### src/rtl/sar_adc_seq.sv
module sar_adc_seq #(
  parameter int RES_W     = 8,
  parameter int SMP_TICKS = 2
) (
  input  logic             clk,
  input  logic             rst_n,
  input  logic             wr_en,
  input  logic [1:0]       addr,
  input  logic [7:0]       wdata,
  output logic [7:0]       rdata,
  input  logic             cmp_in,
  output logic [RES_W-1:0] dac_code,
  output logic [1:0]       ch_sel,
  output logic [3:0]       analog_en,
  output logic             adc_pd,
  output logic             irq
);
  localparam int BW = (RES_W > 1) ? $clog2(RES_W) : 1;
  localparam int SW = (SMP_TICKS > 1) ? $clog2(SMP_TICKS) : 1;

  typedef enum logic [1:0] {S_IDLE, S_SMP, S_CONV} state_t;
  state_t state;

  logic [1:0]       chan_q;
  logic [2:0]       pcfg_q, dsel_q;
  logic             start_q, eoc_n, ie_q, flag_q;
  logic [RES_W-1:0] res_q, sar_q, sar_nxt;
  logic [BW-1:0]    bidx_q;
  logic [SW-1:0]    scnt_q;
  logic [7:0]       cnt_q, ratio;

  wire wr_ctl  = wr_en && addr == 2'd0;
  wire wr_cfg  = wr_en && addr == 2'd1;
  wire trig    = wr_ctl && start_q && !wdata[6] && wdata[5:3] != 3'd0;
  wire hold    = start_q || pcfg_q == 3'd0 || (wr_ctl && (wdata[6] || wdata[5:3] == 3'd0));
  wire stopped = dsel_q == 3'd7;

  assign ratio = dsel_q[2] ? (8'd4 << {dsel_q[1:0], 1'b0}) : (8'd2 << {dsel_q[1:0], 1'b0});
  wire tick = state != S_IDLE && !stopped && cnt_q == ratio - 8'd1;

  always_comb begin
    sar_nxt = sar_q;
    if (!cmp_in) sar_nxt[bidx_q] = 1'b0;
    if (bidx_q != '0) sar_nxt[bidx_q - 1'b1] = 1'b1;
  end

  always_ff @(posedge clk or negedge rst_n) begin
    if (!rst_n) begin
      state <= S_IDLE; chan_q <= '0; pcfg_q <= '0; dsel_q <= '0;
      start_q <= 1'b0; eoc_n <= 1'b1; ie_q <= 1'b0; flag_q <= 1'b0;
      res_q <= '0; sar_q <= '0; bidx_q <= '0; scnt_q <= '0; cnt_q <= '0;
    end else begin
      if (wr_ctl) begin
        chan_q  <= wdata[1:0];
        pcfg_q  <= wdata[5:3];
        start_q <= wdata[6];
        if (wdata[6]) eoc_n <= 1'b1;
      end
      if (wr_cfg) begin
        dsel_q <= wdata[2:0];
        ie_q   <= wdata[4];
        if (!wdata[5]) flag_q <= 1'b0;
      end
      cnt_q <= (state == S_IDLE || tick) ? 8'd0 : cnt_q + 8'd1;
      if (tick && !hold) begin
        case (state)
          S_SMP:
            if (scnt_q == SW'(SMP_TICKS - 1)) begin
              state  <= S_CONV;
              sar_q  <= RES_W'(1) << (RES_W - 1);
              bidx_q <= BW'(RES_W - 1);
            end else scnt_q <= scnt_q + 1'b1;
          S_CONV: begin
            sar_q <= sar_nxt;
            if (bidx_q == '0) begin
              res_q  <= sar_nxt;
              eoc_n  <= 1'b0;
              flag_q <= 1'b1;
              state  <= S_IDLE;
            end else bidx_q <= bidx_q - 1'b1;
          end
          default: state <= S_IDLE;
        endcase
      end
      if (hold) begin
        state <= S_IDLE;
        cnt_q <= 8'd0;
      end
      if (trig) begin
        state  <= S_SMP;
        scnt_q <= '0;
        cnt_q  <= 8'd0;
      end
    end
  end

  always_comb begin
    case (addr)
      2'd0:    rdata = {eoc_n, start_q, pcfg_q, 1'b0, chan_q};
      2'd1:    rdata = {2'b00, flag_q, ie_q, 1'b0, dsel_q};
      2'd2:    rdata = 8'(res_q);
      default: rdata = 8'h00;
    endcase
  end

  assign dac_code  = sar_q;
  assign ch_sel    = chan_q;
  assign adc_pd    = pcfg_q == 3'd0;
  assign analog_en = pcfg_q[2] ? 4'hF : 4'((5'd1 << pcfg_q) - 5'd1);
  assign irq       = flag_q && ie_q;

  p_hold_eoc_r2: assert property (@(posedge clk) disable iff (!rst_n)
    start_q |-> (eoc_n && state == S_IDLE));
  p_busy_eoc_r3: assert property (@(posedge clk) disable iff (!rst_n)
    state != S_IDLE |-> eoc_n);
  p_done_flag_r4: assert property (@(posedge clk) disable iff (!rst_n)
    $fell(eoc_n) |-> (flag_q && res_q == dac_code));
  p_pd_idle_r6: assert property (@(posedge clk) disable iff (!rst_n)
    ($past(pcfg_q) == 3'd0 && pcfg_q == 3'd0) |-> state == S_IDLE);
  p_stop_hold_r7: assert property (@(posedge clk) disable iff (!rst_n)
    (state != S_IDLE && stopped) |=> $stable(dac_code));
endmodule

### config.mk
export PLATFORM = sky130hd
export DESIGN_NAME = sar_adc_seq
export DESIGN_NICKNAME = d
export VERILOG_FILES = /design/src/rtl/sar_adc_seq.sv
export SDC_FILE = /design/constraint.sdc
export NUM_CORES = 1
export LEC_CHECK = 0
export ABC_AREA = 1
export BUFFER_PORTS_ARGS = -buffer_cell sky130_fd_sc_hd__buf_2
export CAP_MARGIN = 0
export CORE_MARGIN = 2
export CORE_UTILIZATION = 61
export DETAILED_ROUTE_END_ITERATION = 12
export PLACE_DENSITY = 0.85
export REMOVE_ABC_BUFFERS = 1
export SLEW_MARGIN = 10
export SYNTH_ARGS = -nofsm -noshare
export SYNTH_HDL_FRONTEND = slang
export SYNTH_SLANG_ARGS = --single-unit
### constraint.sdc
create_clock -name clk -period 3.4 [get_ports clk]
set_clock_uncertainty 0.1 [all_clocks]
set_input_delay 0.34 -clock clk [delete_from_list [all_inputs] [get_ports clk]]
set_output_delay 0.34 -clock clk [all_outputs]
set_load 0.02 [all_outputs]
==> impl_metrics.ini, run 1 <==
[layout]
seqCellArea_um2 = 1052
multi_input_area_um2 = 1227
drive_above_1_share_pct = 16.33
num-fill-cells = 316
areaGrowthSynthToFinish_pct = 12.31
final_core_utilization_pct = 70.98
fin_area_um2 = 2819
finalNetCount = 409
diodes = 0
fin_cells = 442

[sta]
worstMarginPinSlew_ns = 0.8974
hold_viol = 0
setup_slack_ns = 0.9721
min_period_over_period_pct = 71.41
period_needed_ns = 2.428
grt_setup_unrepaired = false
hold_slack_ns = 0.06287
max_freq_mhz = 411.9
slew_viol_final = 0
finalSetupTns_ns = 0
finalSetupViolCount = 0
slew_headroom_pct = 40.17

[floorplanning]
die-area_um2 = 4644
dieWidth_um = 68.15
num_rows = 23
start_util_pct = 63.20
ios = 38
core_um2 = 3971
die_h_um = 68.15

[critical_path]
crit_chain = inv_2 > nand2_1 > nand2_1 > nand2_1 > nand2_1 > nor2_2 > nand3_2 > nor2_2 > nand3_4 > nand2_1 > nand2_1
worst_setup_path_start_kind = flop
crit_required_ns = 3.50
worstSetupPathType = reg -> reg
slowest_delay_ns = 0.60
worstPathArrival_ns = 2.52
r2r_slack_ns = 0.97
r2r_cells = 11
crit_path_max_fanout = 20
endpoint_kind = flop
worstReg2RegStart = dsel_q[0]
r2r-end = res_q[5]
path_buf_inv = 1
cp_common_cell = nand2_1
crit_slowest_cell = nor2_2
path_delay_family = simple AND/OR/NAND/NOR gates

[power_and_ir_drop]
pwr-share-clk_pct = 33.1
p_leak_nw = 1.489
p_seq_share_pct = 46.5
peakVddDrop_uv = 265.6
p_per_area_nw_per_um2 = 420.9
p_int_uw = 814.4
p_sw_uw = 372.1
combPwrFrac_pct = 20.4
switching_share_pct = 31.36
total_power_mw = 1.187

[placement]
pre_cts_slack_ns = 0.9129
dpl.hpwl_um = 4273
globalplace.congestion = 0.9173
place_area_um2 = 2710
port_buffers = 36
dp_cells = 434

[cts]
cts_made_buffers = 5
ctsHoldBuffers = 0
tritoncts = built
clockBufferDepth = 2
cts_resized = 0
clkSinkCount = 42
post-cts-setup-buffer-count = 0
root_buffer = clkbuf_8
clk_pin_slew_ns = 0.08
htreeDepth = 2
clk_latency_ns = 0.30

[synthesis]
synth-edff-count = 0
ys_seq_area_share_pct = 41.92
ys.flop_type = dfrtp_1
ys_top_cells_by_area = dfrtp_1 (41%), nand2_1 (18%), inv_1 (5.8%), o21ai_0 (5.8%), nand3_1 (5.0%)
synth_common_cells = nand2_1 (122), dfrtp_1 (41), inv_1 (39), o21ai_0 (29)
synth_cell_type_count = 28
ys_seq_elements = 42
synth_compound_area_share_pct = 9.721
synth_adder_area_share_pct = 1.994
yosysMostFrequentCell = nand2_1
synth_top_family_by_area = simple AND/OR/NAND/NOR gates
avgSynthCellArea_um2 = 7.050
async_reset_ff_share_pct = 100.0
synth_mux_area_share_pct = 0.4487
synth_cells = 356
yosys.area_share.xor_xnor_pct = 1.396
mappedNetlistArea_um2 = 2510
synth_top_area_share_pct = 40.88
synth_top_cell_by_area = dfrtp_1
synth-simple-area-share_pct = 35.34
ys_warn_count = 0

[grt]
grt-ovfl-total = 0
grt_first_pass_wirelength_um = 9549
grt_pass1_vias = 2263
antenna_found_initial = 0
grt_usage_pct = 27.30
grt_max_degree = 43

[detailed_routing]
via_per_inst = 5.597
wl_per_cell_um = 13.12
drc = 0
drt_wl_total_um = 5799
via_count = 2474
drtIter0Drc = 198
postRouteAntennaNets = 0
drt_first_pass_iters = 7

[outcome]
status = complete, no violations

[run]
maxCapViolations = 0

[worst_hold_path]
min_path_type = in -> async
==> final cells by class <==
cell class	instances	area share [%]
sequential	42	37.33
timing repair buffer	38	6.924
tap	50	2.219
clock inverter	3	1.420
inverter	46	6.125
multi-input combinational	258	43.54
clock buffer	5	2.441
==> power groups by stage <==
stage	registers, mW	clock network [mW]	logic, mW
floorplan	0.562	0	0.150
global placement	0.558	0	0.230
detailed placement	0.559	0	0.238
CTS	0.550	0.402	0.241
global route	0.554	0.423	0.271
finish	0.552	0.393	0.242
==> state kept, by name (all words and copies together) (netlist names), 2 cells and up <==
register and flops:
state 2, pcfg_q 3, cnt_q 8, res_q 8
ch_sel 2, bidx_q 3, dac_code 8, dsel_q 3
==> cells in the final DEF, fill, tap and decap left out, drive strengths merged <==
cell type  Yosys  final
buf            4     38
nor3           9      9
clkbuf         6      5
a211oi         1      1
o21ai         29     29
ha             4      4
mux2           1      1
bufinv         0      1
a22o           1      1
or2            2      2
clkinv         0      2
inv           46     46
nor2          29     29
dfrtp         41     41
xnor2          2      2
a21oi          8      8
nand2        122    122
a31oi          2      2
nand4         15     15
o211ai         4      4
xor2           2      2
dfstp          1      1
nand3         27     27
==> how the worst max path moves through the flow <==
stage	startpoint	to	cells past startpoint
2_1_floorplan	pcfg_q[2]	res_q[0]	9
3_3_place_gp	addr[0]	res_q[3]	10
3_5_place_dp	addr[0]	res_q[2]	10
4_1_cts	dsel_q[0]	res_q[5]	11
5_1_grt	dsel_q[0]	res_q[5]	11
6_report	dsel_q[0]	res_q[5]	11
==> worst reg2reg max path: cells and delay by family (launching register included) <==
kind          cells  cell delay (ns)
simple gates     10             1.63
buf+inv           1             0.09
flops             1             0.51
==> metal layers <==
| layer | share of wire, % | vias up | GRT usage (%) |
|---|---|---|---|
| met3 | 8.5 | 9 | 5.263 |
| met2 | 46 | 123 | 46.36 |
| met4 | 1.3 | 0 | 9.500 |
| met1 | 44 | 1119 | 34.67 |
| met5 | 0 | - | 0 |
| li1 | - | 1223 | - |
==> logic make-up (layout without fill, tap and decap cells) <==
| group | Yosys count | after routing |
|---|---|---|
| compound gates | 45 | 45 |
| buf+inv | 56 | 92 |
| fa+ha+maj | 4 | 4 |
| xor+xnor | 4 | 4 |
| flops | 42 | 42 |
| simple gates | 204 | 204 |
| mux | 1 | 1 |
No activity file was read; power rests on OpenSTA's default activity.
==> inputs of run 2 (changes only) <==
ABC_AREA = 0   (was 1)
CORE_UTILIZATION = 57   (was 61)
PLACE_DENSITY = 0.8   (was 0.85)
clock period = 2.3 ns   (was 3.4 ns; I/O delays follow)
==> run 2 against run 1 <==
  * Flip-flop and latch count did not move
  * Worst setup slack got worse by 0.92 ns
  * Total power rose by 52%
  * Routed wire length fell by 3.4%
  * Die area rose by 5.5%
  * Worst hold slack improved by 0.016 ns
  * Sequential power rose by 47%
  * Critical path depth fell by 5
  * Critical path type unchanged
==> impl_metrics.ini, run 2 <==
[layout]
fin_area_um2 = 3019
finalNetCount = 333
final_core_utilization_pct = 70.80
drive_above_1_share_pct = 30.70
num-fill-cells = 312
mostFrequentLayoutCell = dfrtp_1
layout_common_cells = dfrtp_1 (40), buf_2 (36), buf_4 (24)
diodes = 0
areaGrowthSynthToFinish_pct = 21.56
fin_cells = 368

[sta]
hold_viol = 0
finalSetupViolCount = 0
slew_viol_final = 0
slew_headroom_pct = 38.87
grt_setup_unrepaired = true
period_needed_ns = 2.249
max_freq_mhz = 444.7
min_period_over_period_pct = 97.77
worstMarginPinSlew_ns = 0.9169
setup_slack_ns = 0.05127

[cts]
tritoncts = built
htreeDepth = 2
clk_latency_ns = 0.29
clk_pin_slew_ns = 0.08
clkSinkCount = 42
root_buffer = clkbuf_8
clockBufferDepth = 2
cts_made_buffers = 5

[power_and_ir_drop]
p_per_area_nw_per_um2 = 598.1
p_leak_nw = 1.420
peakVddDrop_uv = 530.4

[critical_path]
r2r_slack_ns = 0.05
crit_path_max_fanout = 5
worstReg2RegStart = cnt_q[5]
worst_setup_path_start_kind = flop
crit_required_ns = 2.37
worstSetupPathType = reg -> reg
r2r-end = res_q[0]
r2r_cells = 6
worstPathArrival_ns = 2.32
endpoint_kind = flop

[grt]
busiest_layer = met2
use_met2_pct = 41.90
grt_first_pass_wirelength_um = 9715
use_met1_pct = 32.49
grt_max_degree = 43
antenna_found_initial = 0
grt_usage_pct = 24.72
grt-ovfl-total = 0
grtUsageMet3_pct = 4.473
grt_pass1_vias = 2059

[outcome]
status = complete, no violations

[synthesis]
async_reset_ff_share_pct = 100.0
synth_common_cells = dfrtp_1 (41), nor2_1 (23), inv_1 (19), o21ai_0 (17), nand2_1 (16)
mappedNetlistArea_um2 = 2484
avgSynthCellArea_um2 = 9.778
ys.flop_type = dfrtp_1
ys_warn_count = 0
synth_top_area_share_pct = 41.31
ys_seq_elements = 42
ys_top_cells_by_area = dfrtp_1 (41%), mux2i_1 (5.2%), mux2_2 (4.5%), nor2_1 (3.5%), o21ai_0 (3.4%)
synth_cells = 254
synth_cell_type_count = 58
ys_seq_area_share_pct = 42.37
synth-edff-count = 0
synth_top_cell_by_area = dfrtp_1
yosysMostFrequentCell = dfrtp_1

[floorplanning]
start_util_pct = 58.25
die_h_um = 70.01
ios = 38
num_rows = 24
die-area_um2 = 4901
core_um2 = 4264
dieWidth_um = 70.01

[placement]
dpl.hpwl_um = 4160
globalplace.congestion = 0.9087
port_buffers = 36
place_area_um2 = 2831
pre_cts_slack_ns = -0.02121
dp_cells = 356

[detailed_routing]
postRouteAntennaNets = 0
via_per_inst = 5.628
via_count = 2071
drc = 0
wl_per_cell_um = 15.22
drt_first_pass_iters = 4
drt_wl_total_um = 5600
drtIter0Drc = 143

[worst_hold_path]
min_path_type = in -> reg
hold_path_depth = 2
min_from = wdata[2]
holdPathEnd = dsel_q[2]

[run]
maxCapViolations = 0
run 2: cell count changes in the layout (fill, tap and decap cells not counted), sizes merged, moves of 11 or more:
cell | previous run | this run
nand2 | 122 | 16
inv | 46 | 19
buf | 38 | 61
nand3 | 27 | 8
mux2i | 0 | 13
nand4 | 15 | 3
mux2 | 1 | 12
o21ai | 29 | 18
run 2: what timing repair did:
action                                 in CTS  in global routing
pin swaps                                   0                  4
setup endpoints to repair                   8                  8
hold buffers                                1                  0
buffers inserted                            0                  3
endpoints found under the hold margin       1                  0
resized for setup                           2                  8
run 2: kinds of logic after synthesis:
| kind of cell | share of synthesized area, % |
|---|---|
| compound gates | 16.12 |
| fa+ha+maj | 2.015 |
| simple gates | 20.30 |
| buf+inv | 5.390 |
| flops | 42.37 |
| mux | 10.98 |
| xor+xnor | 2.821 |
run 2: metrics by stage:
stage	hold slack [ns]	setup TNS (ns)	power, mW
after floorplan	-0.1656	-1.414	1.050
after global placement	0.3160	0	1.184
after detailed placement	0.3158	-0.05206	1.196
after CTS	0.07349	0	1.808
after global routing	0.05603	-0.1338	1.899
final	0.07901	0	1.806
run 2: routing by layer:
| layer | wire length, µm | up-vias | part of all wire [%] |
|---|---|---|---|
| met3 | 134 | 6 | 2.4 |
| met5 | 0 | - | 0 |
| li1 | - | 1029 | - |
| met1 | 2558 | 998 | 46 |
| met2 | 2839 | 38 | 51 |
| met4 | 68 | 0 | 1.2 |
run 2: power by group:
part           internal, mW  switching [mW]  leakage [nW]
Sequential            0.775          0.0385         0.493
Combinational         0.163           0.225         0.869
Clock                 0.354           0.250        0.0585
Total                  1.29           0.514          1.42
run 2: cell type report:
class	count	area [µm²]	share of cell area, %
clock inverter	1	30.03	0.9946
multi-input combinational	185	1331	44.09
inverter	19	71.32	2.362
tap	52	65.06	2.155
clock buffer	7	86.33	2.860
sequential	42	1054	34.89
timing repair buffer	62	381.6	12.64
run 2: worst max-delay path: stages (launching register included):
cell and delay (ns):
dfrtp_1 0.41, or4b_1 0.54, o211ai_2 0.12, a311oi_4 0.18
nor4_4 0.29, buf_4 0.18, mux2_4 0.30
run 2: how the worst max path moves through the flow:
stage,start,endpoint,slack (ns)
global placement,dsel_q[0],dac_code[7],0.03
floorplan,bidx_q[0],res_q[0],-0.26
detailed placement,dsel_q[0],res_q[4],-0.02
global route,dsel_q[0],res_q[4],-0.03
CTS,dsel_q[0],res_q[4],0.001
finish,cnt_q[5],res_q[0],0.05
==> inputs of run 3 (changes only) <==
PLACE_DENSITY = 0.83   (was 0.8)
==> run 3 against run 2 <==
  * Combinational power increased by 4%
  * Non-clock buffer count increased by 8
  * Worst hold slack got worse by 0.021 ns
  * Total power decreased by 3.6%
  * Clock-buffer cell count decreased by 1
  * Worst setup slack got worse by 0.048 ns
  * Sequential power decreased by 0.7%
  * Flip-flop and latch count unchanged
  * Core utilization increased by 0.85 points
  * Clock power decreased by 12%
  * Sequential share of layout area decreased by 0.46 points
  * Critical path type unchanged
==> impl_metrics.ini, run 3 (synthesis results as in run 2) <==
[layout]
areaGrowthSynthToFinish_pct = 23.02
final_core_utilization_pct = 71.65
layout_common_cells = dfrtp_1 (41), buf_2 (36), buf_4 (31)
diodes = 0
mostFrequentLayoutCell = dfrtp_1
fin_area_um2 = 3055
drive_above_1_share_pct = 32.72
finalNetCount = 341
num-fill-cells = 311

[critical_path]
crit_required_ns = 2.40
endpoint_kind = flop
path_buf_inv = 1
worstPathArrival_ns = 2.39
worstSetupPathType = reg -> reg
crit_chain = buf_4 > nor2b_1 > nor4b_2 > nand3_2 > or4_2 > o211a_1
crit_path_max_fanout = 4
path_delay_family = simple AND/OR/NAND/NOR gates
slowest_delay_ns = 0.66
crit_slowest_cell = or4_2
worst_setup_path_start_kind = flop

[sta]
grt_setup_unrepaired = true
finalSetupTns_ns = 0
slew_headroom_pct = 58.71
finalSetupViolCount = 0
slew_viol_final = 0
hold_slack_ns = 0.05828
max_freq_mhz = 435.3
hold_viol = 0
period_needed_ns = 2.297
worstMarginPinSlew_ns = 0.6129
min_period_over_period_pct = 99.88

[floorplanning]
core_um2 = 4264
die_h_um = 70.01
start_util_pct = 58.25
ios = 38
num_rows = 24
dieWidth_um = 70.01
die-area_um2 = 4901

[cts]
htreeDepth = 2
clk_pin_slew_ns = 0.09
tritoncts = built
clockBufferDepth = 2
clkSinkCount = 42
cts_made_buffers = 5
clk_latency_ns = 0.31
root_buffer = clkbuf_8

[detailed_routing]
wl_met2_um = 3044
drt_wl_total_um = 6213
drtIter0Drc = 145
drt_first_pass_iters = 4
postRouteAntennaNets = 0
route.met3.wl_um = 271
top_layer = met4
drc = 0
wl_per_cell_um = 16.52
wl_met1_um = 2651
via_count = 2210
via_per_inst = 5.878

[worst_hold_path]
min_path_type = in -> reg

[grt]
antenna_found_initial = 0
grt_first_pass_wirelength_um = 10180
grt_usage_pct = 26.25
grt_max_degree = 43
grt-ovfl-total = 0
grt_pass1_vias = 2145

[power_and_ir_drop]
p_leak_nw = 1.446
total_power_mw = 1.740
peakVddDrop_uv = 643.9
p_per_area_nw_per_um2 = 569.6

[placement]
dpl.hpwl_um = 4297
place_area_um2 = 2869
port_buffers = 36
globalplace.congestion = 0.8823

[outcome]
status = complete, no violations

[run]
maxCapViolations = 0
==> run 3: cell types whose count changed in the layout (fill, tap and decap cells not counted), sizes merged <==
cell and delta:
clkbuf -1, clkinvlp +1, bufinv -1, buf +8, inv +1
==> run 3: where the power goes <==
group / internal, mW / total (mW) / switching (mW)
combinational: 0.171 / 0.403 / 0.231
sequential: 0.774 / 0.808 / 0.0341
clock: 0.247 / 0.529 / 0.282
==> run 3: cell type report <==
cell class | instances | area (µm²) | area share [%]
Timing Repair Buffer | 70 | 445.4 | 14.58
Sequential cell | 42 | 1052 | 34.44
Clock buffer | 6 | 82.58 | 2.703
Inverter | 19 | 71.32 | 2.334
Tap cell | 52 | 65.06 | 2.129
Clock inverter | 2 | 16.27 | 0.5324
Multi-Input combinational cell | 185 | 1323 | 43.28
==> run 3: worst paths after layout <==
kind	start	endpoint	slack (ns)	cells past startpoint
max	dsel_q[1]	dac_code[7]	0.003	6
min	wdata[0]	dsel_q[0]	0.06	2
max reg2reg	dsel_q[1]	dac_code[7]	0.003	6
min reg2reg	res_q[0]	res_q[0]	0.43	1
max in group asynchronous	rst_n	eoc_n	1.32	3
min in group asynchronous	rst_n	cnt_q[3]	0.41	3
==> run 3: routing by layer <==
| metal | global-route usage [%] | vias to the layer above |
|---|---|---|
| met2 | 41.90 | 69 |
| met3 | 5.916 | 27 |
| li1 | - | 1051 |
| met1 | 33.59 | 1063 |
| met5 | 0 | - |
| met4 | 13.25 | 0 |
==> run 3: repair_timing <==
action / 4_1_cts / 5_1_grt
gates cloned: 0 / 0
hold buffers: 1 / 0
resized for setup: 4 / 6
setup buffers: 2 / 4
setup endpoints to repair: 8 / 14
pin swaps: 1 / 5
endpoints found under the hold margin: 41 / 0
==> run 3: worst register-to-register path: cells and delay by family (launching register included) <==
family / cells / cell delay [ns]
AND/OR/NAND/NOR: 4 / 1.37
flip-flops: 1 / 0.42
buffers and inverters: 1 / 0.17
AO/OA/AOI/OAI: 1 / 0.13
==> run 3: per-stage QoR <==
| stage | cells | setup slack, ns |
|---|---|---|
| 4_1_cts | 372 | 0.02541 |
| 6_report | 376 | 0.002864 |
| 5_1_grt | 376 | -0.07462 |
| 3_3_place_gp | 361 | -0.005656 |
| 2_1_floorplan | 246 | -0.2649 |
| 3_5_place_dp | 361 | -0.06530 |
